===== src/rtl/vpm_pkg.sv =====
package vpm_pkg;
  typedef enum logic [2:0] {
    SKIP_NONE = 3'd0,
    SKIP_A    = 3'd1,
    SKIP_AB   = 3'd2,
    SKIP_ABC  = 3'd3,
    SKIP_ABCD = 3'd4
  } skip_e;
endpackage


===== src/rtl/vpm_lane_mask.sv =====
module vpm_lane_mask
  import vpm_pkg::*;
#(
  parameter int LANES  = 16,
  parameter int BLK_W  = 4,
  parameter int SKIP_W = 3,
  parameter int TSZ_W  = 3,
  parameter int CNT_W  = 32
) (
  input  logic [LANES-1:0]  p0,
  input  logic [BLK_W-1:0]  blk_lo,
  input  logic [BLK_W-1:0]  blk_hi,
  input  logic [SKIP_W-1:0] skip,
  input  logic [3:0]        cond_nib,
  input  logic [TSZ_W-1:0]  tail_size,
  input  logic [CNT_W-1:0]  loop_cnt,
  output logic [LANES-1:0]  mask
);
  localparam int HALF  = LANES / 2;
  localparam int BEATS = 4;
  localparam int BEAT  = LANES / BEATS;
  localparam int LOGL  = $clog2(LANES);

  logic [CNT_W-1:0] cnt_lim;
  logic [LOGL:0]    keep_len;
  logic             tail_on;
  logic             skip_on;
  int               n_done;
  logic [BEATS-1:0] beat_kill;
  logic [LANES-1:0] base;

  always_comb begin
    cnt_lim  = CNT_W'(LANES) >> tail_size;
    tail_on  = (int'(tail_size) < LOGL) && (loop_cnt <= cnt_lim);
    keep_len = loop_cnt[LOGL:0] << tail_size;
  end

  always_comb begin
    skip_on = (cond_nib == 4'd0);
    case (skip)
      SKIP_A:             n_done = 1;
      SKIP_AB:            n_done = 2;
      SKIP_ABC, SKIP_ABCD: n_done = 3;
      default:            n_done = 0;
    endcase
  end

  for (genvar b = 0; b < BEATS; b++) begin : g_beat
    assign beat_kill[b] = skip_on && (b < n_done);
  end

  always_comb begin
    base = p0;
    if (blk_lo == '0) base[HALF-1:0]     = '1;
    if (blk_hi == '0) base[LANES-1:HALF] = '1;
  end

  always_comb begin
    mask = base;
    for (int i = 0; i < LANES; i++) begin
      if (tail_on && (i >= int'(keep_len))) mask[i] = 1'b0;
      if (beat_kill[i / BEAT])              mask[i] = 1'b0;
    end
  end
endmodule


===== src/rtl/vpm_next_state.sv =====
module vpm_next_state
  import vpm_pkg::*;
#(
  parameter int LANES  = 16,
  parameter int BLK_W  = 4,
  parameter int SKIP_W = 3
) (
  input  logic [LANES-1:0]  p0,
  input  logic [BLK_W-1:0]  blk_lo,
  input  logic [BLK_W-1:0]  blk_hi,
  input  logic [SKIP_W-1:0] skip,
  input  logic [3:0]        cond_nib,
  output logic [LANES-1:0]  p0_nx,
  output logic [BLK_W-1:0]  blk_lo_nx,
  output logic [BLK_W-1:0]  blk_hi_nx,
  output logic [SKIP_W-1:0] skip_nx
);
  localparam int HALF = LANES / 2;

  logic active;
  logic flip_lo, flip_hi;

  // A field selects an else-slot when its top bit is set and it is not the terminator pattern.
  always_comb begin
    active  = (blk_lo != '0) || (blk_hi != '0);
    flip_lo = blk_lo[BLK_W-1] && (blk_lo[BLK_W-2:0] != '0);
    flip_hi = blk_hi[BLK_W-1] && (blk_hi[BLK_W-2:0] != '0);
  end

  always_comb begin
    if (cond_nib == 4'd0)
      skip_nx = (skip == SKIP_ABCD) ? SKIP_W'(SKIP_A) : SKIP_W'(SKIP_NONE);
    else
      skip_nx = skip;
  end

  always_comb begin
    p0_nx     = p0;
    blk_lo_nx = blk_lo;
    blk_hi_nx = blk_hi;
    if (active) begin
      if (flip_lo) p0_nx[HALF-1:0]     = ~p0[HALF-1:0];
      if (flip_hi) p0_nx[LANES-1:HALF] = ~p0[LANES-1:HALF];
      blk_lo_nx = {blk_lo[BLK_W-2:0], 1'b0};
      blk_hi_nx = {blk_hi[BLK_W-2:0], 1'b0};
    end
  end
endmodule


===== src/rtl/vpm_lane_pred_unit.sv =====
module vpm_lane_pred_unit #(
  parameter int LANES  = 16,
  parameter int BLK_W  = 4,
  parameter int SKIP_W = 3,
  parameter int TSZ_W  = 3,
  parameter int CNT_W  = 32
) (
  input  logic              clk,
  input  logic              rst,
  input  logic              wr_en,
  input  logic [LANES-1:0]  wr_p0,
  input  logic [BLK_W-1:0]  wr_blk_lo,
  input  logic [BLK_W-1:0]  wr_blk_hi,
  input  logic [SKIP_W-1:0] wr_skip,
  input  logic              retire,
  input  logic [3:0]        cond_nib,
  input  logic [TSZ_W-1:0]  tail_size,
  input  logic [CNT_W-1:0]  loop_cnt,
  output logic [LANES-1:0]  lane_mask,
  output logic [LANES-1:0]  p0_q,
  output logic [BLK_W-1:0]  blk_lo_q,
  output logic [BLK_W-1:0]  blk_hi_q,
  output logic [SKIP_W-1:0] skip_q
);
  logic [LANES-1:0]  p0_nx;
  logic [BLK_W-1:0]  blk_lo_nx, blk_hi_nx;
  logic [SKIP_W-1:0] skip_nx;

  vpm_lane_mask #(
    .LANES(LANES), .BLK_W(BLK_W), .SKIP_W(SKIP_W), .TSZ_W(TSZ_W), .CNT_W(CNT_W)
  ) u_mask (
    .p0(p0_q), .blk_lo(blk_lo_q), .blk_hi(blk_hi_q), .skip(skip_q),
    .cond_nib(cond_nib), .tail_size(tail_size), .loop_cnt(loop_cnt),
    .mask(lane_mask)
  );

  vpm_next_state #(
    .LANES(LANES), .BLK_W(BLK_W), .SKIP_W(SKIP_W)
  ) u_next (
    .p0(p0_q), .blk_lo(blk_lo_q), .blk_hi(blk_hi_q), .skip(skip_q),
    .cond_nib(cond_nib),
    .p0_nx(p0_nx), .blk_lo_nx(blk_lo_nx), .blk_hi_nx(blk_hi_nx), .skip_nx(skip_nx)
  );

  always_ff @(posedge clk) begin
    if (rst) begin
      p0_q     <= '0;
      blk_lo_q <= '0;
      blk_hi_q <= '0;
      skip_q   <= '0;
    end else if (wr_en) begin
      p0_q     <= wr_p0;
      blk_lo_q <= wr_blk_lo;
      blk_hi_q <= wr_blk_hi;
      skip_q   <= wr_skip;
    end else if (retire) begin
      p0_q     <= p0_nx;
      blk_lo_q <= blk_lo_nx;
      blk_hi_q <= blk_hi_nx;
      skip_q   <= skip_nx;
    end
  end
endmodule


===== config.mk =====
export PLATFORM = sky130hd
export DESIGN_NAME = vpm_lane_pred_unit
export DESIGN_NICKNAME = d
export VERILOG_FILES = /design/src/rtl/vpm_pkg.sv /design/src/rtl/vpm_lane_mask.sv /design/src/rtl/vpm_next_state.sv /design/src/rtl/vpm_lane_pred_unit.sv
export SDC_FILE = /design/constraint.sdc
export NUM_CORES = 1
export LEC_CHECK = 0
export BUFFER_PORTS_ARGS = -buffer_cell sky130_fd_sc_hd__buf_2
export CORE_MARGIN = 5
export CORE_UTILIZATION = 40
export DETAILED_ROUTE_END_ITERATION = 8
export PLACE_DENSITY = 0.74
export SLEW_MARGIN = 20
export SYNTH_ARGS = -nofsm -noshare
export SYNTH_HDL_FRONTEND = slang
export SYNTH_SLANG_ARGS = --single-unit

===== constraint.sdc =====
create_clock -name clk -period 2.7 [get_ports clk]
set_input_delay 0.27 -clock clk [delete_from_list [all_inputs] [get_ports clk]]
set_output_delay 0.27 -clock clk [all_outputs]
set_load 0.02 [all_outputs]

==> flow_metrics.env, run 1 <==
export IMPL_status="finished, final reports clean"
export IMPL_wl_um=6140
export IMPL_grt_max_degree=55
export IMPL_crit_arrival_ns=2.31
export IMPL_seqCellArea_um2=541
export IMPL_power_uw=1070
export IMPL_cts_root_buf="clkbuf_8"
export IMPL_place_congestion=0.965
export IMPL_nFillCells=469
export IMPL_first_global_vias=2095
export IMPL_hold_path_class="in2reg"
export IMPL_dieArea_um2=6380
export IMPL_ys_seq_area_share_pct=27.7
export IMPL_fp_dieW_um=79.9
export IMPL_crit_path_end_kind="primary output"
export IMPL_grt_pass1_wl_um=9540
export IMPL_dieHeight_um=79.9
export IMPL_overflow=0
export IMPL_startpoint_type="primary input"
export IMPL_multi_input_area_um2=1390
export IMPL_worst_slew_pin_slew_ns=0.887
export IMPL_synth_cell_type_count=41
export IMPL_initial_utilization_pct=41.4
export IMPL_clk_path_buf_depth=2
export IMPL_synth_mux_area_share_pct=4.74
export IMPL_drc=0
export IMPL_hold_viol=0
export IMPL_cts_tree="done"
export IMPL_clk_pin_slew_ns=0.09
export IMPL_finalSetupViolations=0
export IMPL_netlist_area_um2=1950
export IMPL_fmax_ghz=0.388
export IMPL_port_buffers=112
export IMPL_viasPerCell=5.05
export IMPL_power_density_nw_per_um2=394
export IMPL_rsz0062_at_grt="no"
export IMPL_dpl_hpwl_um=4900
export IMPL_fp_row_count=25
export IMPL_antenna_found_initial=0
export IMPL_synth_simple_area_share_pct=30.2
export IMPL_synth_xor_area_share_pct=7.62
export IMPL_yosysTopAreaCell="dfxtp_1"
export IMPL_wl_per_cell_um=13.6
export IMPL_netlist_instances=268
export IMPL_areaGrowthSynthToFinish_pct=39.1
export IMPL_ys_ff_latch=27
export IMPL_vias=2273
export IMPL_criticalPathCategory="in2out"
export IMPL_synth_compound_area_share_pct=23.4
export IMPL_drv_slew=0
export IMPL_synth_area_top_cells="dfxtp_1 28%, nor2_1 12%, a21oi_1 10%"
export IMPL_synth_fa_ha_area_share_pct=3.20
export IMPL_synth_warnings=0
export IMPL_cts_sinks=27
export IMPL_cts_htree_levels=1
export IMPL_numCtsBuffers=3
export IMPL_holdWs_ns=0.224
export IMPL_clkLatencyLatePin_ns=0.27
export IMPL_finalCritPeriodShare_pct=95.4
export IMPL_synth_top_family_by_area="simple AND/OR/NAND/NOR gates"
export IMPL_cts_hold_buf=0
export IMPL_firstDrtPassIters=4
export IMPL_drtAntennaViolNets=0
export IMPL_irDropWorstVdd_mv=0.264
export IMPL_critPathMaxFanout=8
export IMPL_worst_slew_margin_rel_pct=40.8
export IMPL_final_nets=459
export IMPL_core_um2=4720
export IMPL_avgSynthCellArea_um2=7.29
export IMPL_synth_top_area_share_pct=27.7
export IMPL_drt_iter0_drc=140
export IMPL_drive_gt1_share_pct=37.6
export IMPL_diodes=0
export IMPL_syn_nets=343
export IMPL_fin_skew_ns=0.00821
export IMPL_fin_crit_ns=2.58
export IMPL_required_ns=2.43
export IMPL_leakagePower_uw=0.00127
export IMPL_grt_use_total_pct=18.3
export IMPL_drv_cap=0
export IMPL_ioPinCount=113
[critical path, stage by stage]
cell       delay [ns]
buf_2            0.14
or3_4            0.38
ha_4             0.28
inv_1            0.06
a2111oi_4        0.30
nand4_2          0.18
buf_4            0.18
nor3_2           0.11
buf_4            0.17
a21oi_1          0.07
buf_2            0.16
[power breakdown]
group          total (uW)  switching (uW)  leakage, uW  internal [uW]
Sequential            446            24.8     0.000223            422
Clock                 224             119    0.0000228            105
Combinational         400             238      0.00102            162
Total                1070             381      0.00127            690
[synth_stat cells]
cell type	n
nor2b_1	7
o21a_1	2
o21ai_1	1
or2_2	1
mux2_2	2
a2111oi_4	1
nor3b_1	2
a211oi_2	1
a21oi_1	39
xor2_1	16
nand3_1	1
o21ai_0	17
inv_1	3
clkbuf_1	11
nor4_4	1
nand2b_1	3
a211oi_1	5
dfxtp_1	27
a22oi_1	1
and2_1	5
or3_1	2
and4_1	1
o31ai_1	2
o2111ai_1	1
or4_4	1
ha_1	5
nor3_1	5
o311ai_2	2
mux2i_1	7
xnor2_1	1
buf_2	2
nand4_1	1
nand4_2	1
nor3_2	1
a22o_1	1
nand3b_1	2
nor2_1	65
nand2_1	13
nor4_1	7
and4b_1	1
o211ai_1	1
[what timing repair did]
action | CTS | global route
setup buffers | 0 | 3
resized for setup | 0 | 4
endpoints found under the hold margin | 0 | 0
setup endpoints to repair | 0 | 15
[cell type report]
| cell class | count | share of cell area (%) |
|---|---|---|
| Sequential cell | 27 | 19.9 |
| Timing Repair Buffer | 124 | 23.9 |
| Multi-Input combinational cell | 225 | 51.0 |
| Clock buffer | 4 | 1.66 |
| Tap cell | 67 | 3.08 |
| Inverter | 3 | 0.414 |
[path summary, 6_finish.rpt]
path                      from       endpoint  slack, ns  cells after the start
hold / removal        wr_p0[0]        p0_q[0]       0.22                      3
hold reg to reg      skip_q[1]      skip_q[1]       0.53                      2
setup reg to reg   blk_lo_q[0]        p0_q[7]       0.97                      5
setup / recovery  tail_size[1]  lane_mask[11]       0.12                     11
[routing by layer]
metal / GRT usage [%] / vias to the layer above / part of all wire (%)
met5: 0 / - / 0
met4: 1.52 / 0 / 0.31
met3: 5.08 / 2 / 10
met2: 31.9 / 97 / 46
met1: 23.2 / 1000 / 44
li1: - / 1174 / -
[per-stage QoR]
| stage | std cells | util (%) | setup TNS, ns | cell area [um2] | setup slack [ns] |
|---|---|---|---|---|---|
| 6_report | 450 | 57.5 | 0 | 2720 | 0.124 |
| 5_1_grt | 450 | 57.5 | 0 | 2720 | 0.00417 |
| 4_1_cts | 447 | 56.5 | 0 | 2670 | 0.0256 |
| 3_5_place_dp | 443 | 55.6 | 0 | 2630 | 0.0427 |
| 3_3_place_gp | 443 | 55.6 | 0 | 2630 | 0.0643 |
| 2_1_floorplan | 268 | - | -0.0775 | 1960 | -0.0387 |
[cell families after synthesis]
group                    after synthesis
AND/OR/NAND/NOR                      120
AO/OA/AOI/OAI                         74
buffers and inverters                 16
adder cells (fa/ha/maj)                5
flip-flops                            27
multiplexers                           9
XOR/XNOR                              17
[registers in the layout, indices dropped and copies added (netlist names)]
signal / cells
p0_q: 16
blk_lo_q: 4
blk_hi_q: 4
skip_q: 3
[cell usage in the layout (no fill, tap or decap), types with 2 or more instances in the layout]
cell type,netlist,final
nand2b_1,3,3
nor4_1,7,7
buf_2,2,112
dfxtp_1,27,27
a211oi_2,1,3
nand3b_1,2,2
nand2_1,13,13
a21oi_2,0,2
mux2_2,2,2
xor2_1,16,16
nor3_1,5,5
a211oi_1,5,3
clkbuf_8,0,3
nor3b_1,2,2
o311ai_2,2,2
inv_1,3,3
ha_1,5,4
nor2b_1,7,7
mux2i_1,7,7
o21a_1,2,2
nor2_1,65,65
a21oi_1,39,37
buf_4,0,12
and2_1,5,5
o31ai_1,2,2
o21ai_0,17,17
(Power assumes the default switching activity.)
==> run 2, diff against run 1 <==
- RECOVER_POWER: unset -> 25
==> flow_metrics.env, run 2 (same netlist as run 1, synthesis figures left out) <==
export IMPL_status="finished, violations left"
export IMPL_violations="capacitance limit, slew limit"
export IMPL_drt_iter0_drc=147
export IMPL_wl_um=6120
export IMPL_timing_rr_end="p0_q[14]"
export IMPL_dieHeight_um=79.9
export IMPL_viasPerCell=5.07
export IMPL_post_place_ws_ns=0.0427
export IMPL_reg_largest_list="p0_q: 16 flops, blk_hi_q: 4 flops, blk_lo_q: 4 flops"
export IMPL_final_cell_mix="98 x buf_2, 65 x nor2_1, 37 x a21oi_1"
export IMPL_power_density_nw_per_um2=396
export IMPL_drc=0
export IMPL_firstDrtPassIters=4
export IMPL_clk_path_buf_depth=2
export IMPL_fin_crit_ns=2.57
export IMPL_fin_skew_ns=0.00791
export IMPL_worst_slew_margin_rel_pct=-33.3
export IMPL_reg2reg_slack_ns=0.92
export IMPL_nFillCells=474
export IMPL_final_nets=459
export IMPL_fp_row_count=25
export IMPL_finalCritPeriodShare_pct=95.2
export IMPL_dpl_cell_count=443
export IMPL_finalWorstSetupSlack_ns=0.130
export IMPL_initial_utilization_pct=41.4
export IMPL_holdWs_ns=0.225
export IMPL_critPathMaxFanout=8
export IMPL_numCtsBuffers=3
export IMPL_hold_path_class="in2reg"
export IMPL_antenna_found_initial=0
export IMPL_core_um2=4720
export IMPL_clkLatencyLatePin_ns=0.27
export IMPL_dieArea_um2=6380
export IMPL_startpoint_type="primary input"
export IMPL_drtAntennaViolNets=0
export IMPL_areaGrowthSynthToFinish_pct=38.2
export IMPL_first_global_vias=2095
export IMPL_drv_slew=55
export IMPL_criticalPathCategory="in2out"
export IMPL_finalSetupViolations=0
export IMPL_fmax_ghz=0.389
export IMPL_cts_sinks=27
export IMPL_wl_per_cell_um=13.6
export IMPL_fin_setup_tns_ns=0
export IMPL_startpoint="tail_size[1]"
export IMPL_ioPinCount=113
export IMPL_crit_path_end_kind="primary output"
export IMPL_hold_viol=0
export IMPL_overflow=0
export IMPL_required_ns=2.43
export IMPL_largest_register="p0_q"
export IMPL_vias=2283
export IMPL_drive_gt1_share_pct=33.9
export IMPL_clk_pin_slew_ns=0.09
export IMPL_cts_htree_levels=1
export IMPL_r2r_start="blk_hi_q[0]"
export IMPL_largest_reg_flops=16
export IMPL_critPathCapture="lane_mask[11]"
export IMPL_rsz0062_at_grt="no"
export IMPL_reg2reg_depth=5
export IMPL_final_common_cell="buf_2"
export IMPL_crit_arrival_ns=2.30
export IMPL_leakagePower_uw=0.00122
export IMPL_irDropWorstVdd_mv=0.263
export IMPL_final_cell_count_no_fill=450
export IMPL_drv_cap=1
export IMPL_grt_max_degree=55
export IMPL_cts_tree="done"
export IMPL_grt_pass1_wl_um=9540
export IMPL_diodes=0
export IMPL_cts_root_buf="clkbuf_8"
export IMPL_fp_dieW_um=79.9
export IMPL_grt_use_total_pct=18.3
export IMPL_place_congestion=0.965
export IMPL_dpl_hpwl_um=4900
export IMPL_worst_slew_pin_slew_ns=2.00
export IMPL_port_buffers=112
run 2: cell count changes in the layout (fill, tap and decap cells not counted), sizes merged:
cell / change
buf: -14
clkbuf: +14
run 2: final cells by class:
class / count / area [um2] / area share, %
multi-input cells: 225 / 1390 / 51.3
repair buffers: 124 / 633 / 23.4
flip-flops and latches: 27 / 541 / 20.0
well taps: 67 / 83.8 / 3.10
clock buffers: 4 / 45.0 / 1.67
inverters: 3 / 11.3 / 0.417
run 2: worst max-delay path, cell delays in order:
cell       delay [ns]
buf_2            0.13
or3_4            0.38
ha_4             0.28
inv_1            0.06
a2111oi_4        0.30
nand4_2          0.18
buf_4            0.18
nor3_2           0.11
buf_4            0.17
a21oi_1          0.07
buf_2            0.16
run 2: timing repair:
| action | CTS | global route |
|---|---|---|
| buffers inserted | 0 | 3 |
| setup endpoints to repair | 0 | 15 |
| gates resized for setup | 0 | 4 |
| hold buffers | 0 | 0 |
run 2: per-stage QoR:
step	util, %	total power, uW	area [um2]
after floorplan	-	692	1960
after global placement	55.6	850	2630
after detailed placement	55.6	851	2630
after CTS	56.5	1080	2670
after global routing	57.2	1140	2700
final	57.2	1070	2700
run 2: power by group:
| part | total [uW] | switching [uW] | internal [uW] |
|---|---|---|---|
| clock network | 224 | 119 | 105 |
| logic | 398 | 238 | 160 |
| registers | 447 | 25.0 | 422 |
run 2: per-layer routing:
layer	track usage (%)	vias up	part of all wire, %
met5	0	-	0
met4	1.52	0	0.41
met3	5.08	4	10
met2	31.9	105	46
met1	23.2	1002	43
li1	-	1172	-
run 2: worst min path at each step:
stage,startpoint,endpoint,slack [ns],depth (start not counted)
floorplan,wr_p0[7],p0_q[7],0.41,2
CTS,wr_blk_lo[3],blk_lo_q[3],0.22,3
global route,wr_skip[1],skip_q[1],0.23,3
detailed placement,wr_blk_lo[3],blk_lo_q[3],0.51,3
global placement,wr_p0[7],p0_q[7],0.49,3
finish,wr_p0[0],p0_q[0],0.22,3
